## src/rtl/flash_poll_pkg.sv

```systemverilog
package flash_poll_pkg;
   typedef enum logic [2:0] {
      ST_IDLE   = 3'd0,
      ST_PROG   = 3'd1,
      ST_ERASE  = 3'd2,
      ST_SUSPING = 3'd3,
      ST_SUSPD  = 3'd4,
      ST_FAULT  = 3'd5
   } poll_state_e;

   typedef struct packed {
      logic pbit;
      logic was_prog;
      logic err;
      logic abort;
   } poll_ctx_t;
endpackage

```

## src/rtl/poll_seq.sv

```systemverilog
module poll_seq
   import flash_poll_pkg::*;
(
   input  logic        clk,
   input  logic        rst_n,
   input  logic        start_prog,
   input  logic        start_erase,
   input  logic        prog_bit,
   input  logic        op_done,
   input  logic        op_fail,
   input  logic        buf_abort,
   input  logic        susp_req,
   input  logic        susp_ack,
   input  logic        resume_req,
   input  logic        clear_req,
   output poll_state_e st,
   output poll_ctx_t   ctx,
   output logic        start_acc
);
   poll_state_e st_d;
   poll_ctx_t   ctx_d;

   always_comb begin
      st_d      = st;
      ctx_d     = ctx;
      start_acc = 1'b0;
      unique case (st)
         ST_IDLE: begin
            if (start_prog) begin
               st_d      = ST_PROG;
               ctx_d     = '{pbit: prog_bit, was_prog: 1'b1, err: 1'b0, abort: 1'b0};
               start_acc = 1'b1;
            end else if (start_erase) begin
               st_d      = ST_ERASE;
               ctx_d     = '{pbit: 1'b0, was_prog: 1'b0, err: 1'b0, abort: 1'b0};
               start_acc = 1'b1;
            end
         end
         ST_PROG: begin
            if (op_fail) begin
               st_d      = ST_FAULT;
               ctx_d.err = 1'b1;
            end else if (buf_abort) begin
               st_d        = ST_FAULT;
               ctx_d.abort = 1'b1;
            end else if (op_done) begin
               st_d = ST_IDLE;
            end
         end
         ST_ERASE: begin
            if (op_fail) begin
               st_d      = ST_FAULT;
               ctx_d.err = 1'b1;
            end else if (op_done) begin
               st_d = ST_IDLE;
            end else if (susp_req) begin
               st_d = ST_SUSPING;
            end
         end
         ST_SUSPING: if (susp_ack)   st_d = ST_SUSPD;
         ST_SUSPD:   if (resume_req) st_d = ST_ERASE;
         ST_FAULT: begin
            if (clear_req) begin
               st_d        = ST_IDLE;
               ctx_d.err   = 1'b0;
               ctx_d.abort = 1'b0;
            end
         end
         default: st_d = ST_IDLE;
      endcase
   end

   always_ff @(posedge clk or negedge rst_n) begin
      if (!rst_n) begin
         st  <= ST_IDLE;
         ctx <= '0;
      end else begin
         st  <= st_d;
         ctx <= ctx_d;
      end
   end
endmodule

```

## src/rtl/poll_toggle.sv

```systemverilog
module poll_toggle
   import flash_poll_pkg::*;
#(
   parameter bit FAULT_TOGGLE = 1'b1
)(
   input  logic        clk,
   input  logic        rst_n,
   input  poll_state_e st,
   input  logic        erase_hit,
   input  logic        read_stb,
   input  logic        clr,
   output logic        tog
);
   logic live;

   generate
      if (FAULT_TOGGLE) begin : g_fault_live
         always_comb live = (st == ST_PROG) || (st == ST_ERASE) || (st == ST_FAULT) ||
                            ((st == ST_SUSPING) && erase_hit);
      end else begin : g_fault_quiet
         always_comb live = (st == ST_PROG) || (st == ST_ERASE) ||
                            ((st == ST_SUSPING) && erase_hit);
      end
   endgenerate

   always_ff @(posedge clk or negedge rst_n) begin
      if (!rst_n)                tog <= 1'b0;
      else if (clr)              tog <= 1'b0;
      else if (read_stb && live) tog <= ~tog;
   end
endmodule

```

## src/rtl/poll_format.sv

```systemverilog
module poll_format
   import flash_poll_pkg::*;
#(
   parameter int STATUS_W     = 8,
   parameter int POLL_BIT     = 7,
   parameter int TOGGLE_BIT   = 6,
   parameter int ERR_BIT      = 5,
   parameter int ABORT_BIT    = 1,
   parameter bit FAULT_TOGGLE = 1'b1
)(
   input  poll_state_e         st,
   input  poll_ctx_t           ctx,
   input  logic                erase_hit,
   input  logic                tog,
   output logic [STATUS_W-1:0] status,
   output logic                pass_array
);
   logic fault_tog;

   generate
      if (FAULT_TOGGLE) begin : g_ft
         always_comb fault_tog = tog;
      end else begin : g_fq
         always_comb fault_tog = 1'b0;
      end
   endgenerate

   always_comb begin
      status     = '0;
      pass_array = 1'b0;
      unique case (st)
         ST_IDLE: pass_array = 1'b1;
         ST_PROG: begin
            status[POLL_BIT]   = ~ctx.pbit;
            status[TOGGLE_BIT] = tog;
         end
         ST_ERASE: status[TOGGLE_BIT] = tog;
         ST_SUSPING, ST_SUSPD: begin
            if (erase_hit) status[TOGGLE_BIT] = tog;
            else           pass_array = 1'b1;
         end
         ST_FAULT: begin
            status[POLL_BIT]   = ctx.was_prog & ~ctx.pbit;
            status[TOGGLE_BIT] = fault_tog;
            status[ERR_BIT]    = ctx.err;
            status[ABORT_BIT]  = ctx.abort;
         end
         default: pass_array = 1'b1;
      endcase
   end
endmodule

```

## src/rtl/flash_status_poll.sv

```systemverilog
module flash_status_poll
   import flash_poll_pkg::*;
#(
   parameter int STATUS_W     = 8,
   parameter int POLL_BIT     = 7,
   parameter int TOGGLE_BIT   = 6,
   parameter int ERR_BIT      = 5,
   parameter int ABORT_BIT    = 1,
   parameter bit FAULT_TOGGLE = 1'b1
)(
   input  logic                clk,
   input  logic                rst_n,
   input  logic                start_prog,
   input  logic                start_erase,
   input  logic                prog_bit,
   input  logic                erase_hit,
   input  logic                read_stb,
   input  logic                op_done,
   input  logic                op_fail,
   input  logic                buf_abort,
   input  logic                susp_req,
   input  logic                susp_ack,
   input  logic                resume_req,
   input  logic                clear_req,
   output logic [STATUS_W-1:0] status,
   output logic                pass_array,
   output logic                fault_lock
);
   localparam int MAX_BIT = STATUS_W - 1;

   generate
      if (POLL_BIT > MAX_BIT || TOGGLE_BIT > MAX_BIT || ERR_BIT > MAX_BIT || ABORT_BIT > MAX_BIT)
         begin : g_bad_pos
         $error("status bit position outside status width");
      end
      if (POLL_BIT == TOGGLE_BIT || POLL_BIT == ERR_BIT || POLL_BIT == ABORT_BIT ||
          TOGGLE_BIT == ERR_BIT || TOGGLE_BIT == ABORT_BIT || ERR_BIT == ABORT_BIT)
         begin : g_bad_overlap
         $error("status bit positions must be distinct");
      end
   endgenerate

   poll_state_e st;
   poll_ctx_t   ctx;
   logic        start_acc;
   logic        tog;

   poll_seq u_seq (
      .clk(clk), .rst_n(rst_n),
      .start_prog(start_prog), .start_erase(start_erase), .prog_bit(prog_bit),
      .op_done(op_done), .op_fail(op_fail), .buf_abort(buf_abort),
      .susp_req(susp_req), .susp_ack(susp_ack), .resume_req(resume_req),
      .clear_req(clear_req),
      .st(st), .ctx(ctx), .start_acc(start_acc)
   );

   poll_toggle #(.FAULT_TOGGLE(FAULT_TOGGLE)) u_tog (
      .clk(clk), .rst_n(rst_n), .st(st), .erase_hit(erase_hit),
      .read_stb(read_stb), .clr(start_acc), .tog(tog)
   );

   poll_format #(
      .STATUS_W(STATUS_W), .POLL_BIT(POLL_BIT), .TOGGLE_BIT(TOGGLE_BIT),
      .ERR_BIT(ERR_BIT), .ABORT_BIT(ABORT_BIT), .FAULT_TOGGLE(FAULT_TOGGLE)
   ) u_fmt (
      .st(st), .ctx(ctx), .erase_hit(erase_hit), .tog(tog),
      .status(status), .pass_array(pass_array)
   );

   assign fault_lock = (st == ST_FAULT);
endmodule

```

## config.mk

```make
export PLATFORM = sky130hd
export DESIGN_NAME = flash_status_poll
export DESIGN_NICKNAME = d
export VERILOG_FILES = /design/src/rtl/flash_poll_pkg.sv /design/src/rtl/poll_seq.sv /design/src/rtl/poll_toggle.sv /design/src/rtl/poll_format.sv /design/src/rtl/flash_status_poll.sv
export SDC_FILE = /design/constraint.sdc
export NUM_CORES = 1
export LEC_CHECK = 0
export BUFFER_PORTS_ARGS = -buffer_cell sky130_fd_sc_hd__buf_2
export CORE_AREA = 2 2 39 41
export CTS_CLUSTER_DIAMETER = 40
export DETAILED_ROUTE_END_ITERATION = 7
export DIE_AREA = 0 0 41 43
export PLACE_DENSITY_LB_ADDON = 0.05
export SYNTH_ARGS = -nofsm -noshare
export SYNTH_HDL_FRONTEND = slang
export SYNTH_SLANG_ARGS = --single-unit
export TNS_END_PERCENT = 30
```

## constraint.sdc

```tcl
create_clock -name clk -period 2.5 [get_ports clk]
set_input_delay 0.5 -clock clk [delete_from_list [all_inputs] [get_ports clk]]
set_output_delay 0.5 -clock clk [all_outputs]
set_load 0.005 [all_outputs]
```

==> metrics.log <==
[metrics] overall global routing resource usage: 0.207
[metrics] Layout Nets: 112
[metrics] effective utilization at floorplan: 0.464
[metrics] buffers inserted by post-CTS timing repair: 0
[metrics] number of CTS-inserted buffers: 3
[metrics] post-synthesis cell type with the largest combined area: dfrtp_1
[metrics] fraction of the cycle the final worst path needs: 0.897
[metrics] Synth Area per Inst: 8.23 um2
[metrics] Vias: 642
[metrics] status: complete, no violations
[metrics] H-tree depth reported by CTS: 1
[metrics] post-layout worst setup margin: 257 ps
[metrics] chip width: 41 um
[metrics] portion of total power attributed to the clock network: 0.121
[metrics] most frequently used cell type in the post-synthesis netlist: dfrtp_1
[metrics] number of gates resized after CTS: 0
[metrics] post-synth design cell area: 642 um2
[metrics] most used standard cells in the synthesized netlist: dfrtp_1 (8), nor2_1 (7), a21oi_1 (5), nand2_1 (5)
[metrics] WL final: 1550 um
[metrics] net load switching power: 380 uW
[metrics] path class of the lowest-slack min-delay path: in2async
[metrics] number of antenna violations at the first check in global routing: 0
[metrics] height of the chip: 43 um
[metrics] dominant register cell in the synthesized netlist: dfrtp_1
[metrics] flip-flop and latch count after synthesis: 8
[metrics] final hold viol count: 0
[metrics] multiplexer fraction of the synthesized cell area: 0.0390
[metrics] clock sink count: 8
[metrics] GRT Residual Overflow: 0
[metrics] kind of launch point of the worst setup path: register
[metrics] sequential-to-total area share from yosys stat: 0.312
[metrics] final std cells w/o fill: 112
[metrics] top cells by area, synth: dfrtp_1 (31%), buf_4 (4.7%), nor2_1 (4.1%), a21oi_1 (3.9%), o32a_4 (3.5%)
[metrics] final-report max-slew violation count: 0
[metrics] pwr dens: 1140 mW/mm2
[metrics] library cell used as clock root buffer: clkbuf_4
[metrics] maximum net fanout on the critical path: 16
[metrics] Post-synth EDFFs: 0
[metrics] iteration-0 DRC count of the detailed router: 23
[metrics] final total negative setup slack: 0 ps
[metrics] post-synthesis share of cell area spent on full adders, half adders and majority gates: 0
[metrics] Tmin final: 2240 ps
[metrics] leakage power figure: 0.373 nW
[metrics] Max clock buf depth: 2
[metrics] routability cong.: 0.825
[metrics] crit end category: output port
[metrics] compound-cell area share of the yosys netlist: 0.337
[metrics] Setup violations, final: 0
[metrics] internal portion of total power: 477 uW
[metrics] number of nets with antenna violations after routing: 0
[metrics] switch share: 0.444
[metrics] proportion of layout cells with a drive suffix above 1: 0.281
[metrics] TritonCTS clock tree: built
[metrics] # port buffers: 19
[metrics] Clock Latency Late Sink: 260 ps
[metrics] maximum clock frequency: 446 MHz
[metrics] floorplan core area: 0.00138 mm2
[metrics] DRC violations left: 0
[metrics] IR drop worst, VDD: 0.437 mV
[metrics] row count: 14
[metrics] worst endpoint data arrival time: 1740 ps
[metrics] grt met3 use: 0.0785
[metrics] unrepaired setup endpoints after global routing: false
[metrics] final worst clock skew: 6.05 ps
[metrics] area of the die: 0.00176 mm2
[metrics] number of distinct library cells after synthesis: 37
[metrics] n_diodes: 0
[metrics] post-placement setup slack: 547 ps
[metrics] Most Crowded Layer GR: met1
[metrics] maximum capacitance violations: 0
[metrics] number of primary I/O pins: 24
[metrics] sequential fraction of design power: 0.319
[metrics] wire length of the first global-routing pass: 2400 um
[metrics] total iterations of the first detailed-routing run: 4
[metrics] clock transition at the register clock pins on the worst setup and hold paths after CTS: 60 ps
[metrics] largest family of logic cells by synthesized area: compound AO/OA/AOI/OAI gates
[metrics] routed len/inst: 13.8 um
[metrics] Hold Slack: 73.8 ps
[metrics] DP Wirelength: 1160 um
[metrics] portion of total power attributed to combinational logic: 0.560
[metrics] required time worst endpoint: 2000 ps
[metrics] xor/xnor share of the synthesized area: 0
[metrics] simple-gate share of the synthesized area: 0.205
[metrics] critical path class: reg2out
[metrics] drt via density: 5.73
[metrics] met1 demand-to-capacity share in global routing: 0.288
[metrics] count of hold buffers inserted by post-cts repair: 0
[metrics] via count of the first global-routing pass: 523
[metrics] total chip power: 857 uW
[metrics] Yosys warning total: 0
[metrics] global-route met2 utilization: 0.281
[metrics] maximum number of pins on one net before global-route repair: 17
[metrics] relative area change from synthesis to final layout: 17.2%
[metrics] cells after synthesis: 78
[metrics] Cells after DPL: 109
[metrics] top-area cell type share of the netlist area: 0.312
[metrics] fraction of registers with async set or reset after synthesis: 1.00
[placed cells by master, fill, tap and decap left out, types with 3 or more instances in the layout]
master	netlist	final
inv_1	4	4
o21ai_0	3	3
nand2_1	5	5
o21ai_1	4	4
nor2b_1	3	3
nor2_1	7	7
clkbuf_4	0	3
buf_2	1	19
dfrtp_1	8	8
conb_1	1	4
a21oi_1	5	5
[metal layers]
metal	wire length, um	vias to the layer above
met4	11	0
li1	-	319
met1	718	303
met3	98	2
met2	722	18
met5	0	-
[worst paths after layout]
| check | start | to | slack [ps] | cells past startpoint |
|---|---|---|---|---|
| min in group clk | u_seq.ctx[2] | u_seq.ctx[2] | 500 | 1 |
| worst max-delay path | u_seq.st[0] | status[6] | 260 | 5 |
| worst min-delay path | rst_n | u_seq.st[0] | 70 | 1 |
| worst min register to register | u_seq.ctx[2] | u_seq.ctx[2] | 500 | 1 |
| worst max register to register | u_seq.st[0] | u_seq.st[2] | 600 | 4 |
| max in group asynchronous | rst_n | u_seq.ctx[3] | 2250 | 1 |
[cell type report]
class	count	area [um2]
Sequential cell	8	200
Multi-Input combinational cell	60	388
Inverter	5	18.8
Fill cell	155	632
Timing Repair Buffer	20	103
Clock buffer	3	22.5
Tap cell	16	20.0
[critical path, stage by stage (launching register included)]
cell and delay (ps):
dfrtp_1 610, or2_1 260, nor2_1 120, a211o_1 300, nor2_1 80, buf_2 110
[cell families after synthesis]
family                 count (synthesis)
muxes                                  2
AOI/OAI and AO/OA                     28
and+or+nand+nor                       26
other                                  1
buffers and inverters                 13
DFF                                    8
[through the flow]
stage / instance area [um2] / util
2_1_floorplan: 653 / -
3_3_place_gp: 729 / 0.527
3_5_place_dp: 729 / 0.527
4_1_cts: 752 / 0.543
5_1_grt: 752 / 0.543
6_report: 752 / 0.543
[power groups by stage]
stage,clock network [mW],registers (mW),logic (mW)
floorplan,0,0.224,0.405
global placement,0,0.274,0.474
detailed placement,0,0.276,0.477
CTS,0.107,0.273,0.480
global route,0.114,0.287,0.536
finish,0.104,0.274,0.480
[state kept, by name, summed over array words and instances, names as in the netlist]
name and count:
u_seq.st 3, u_seq.ctx 4, u_tog.tog 1
Note: power is estimated with default switching activity, not from simulation.
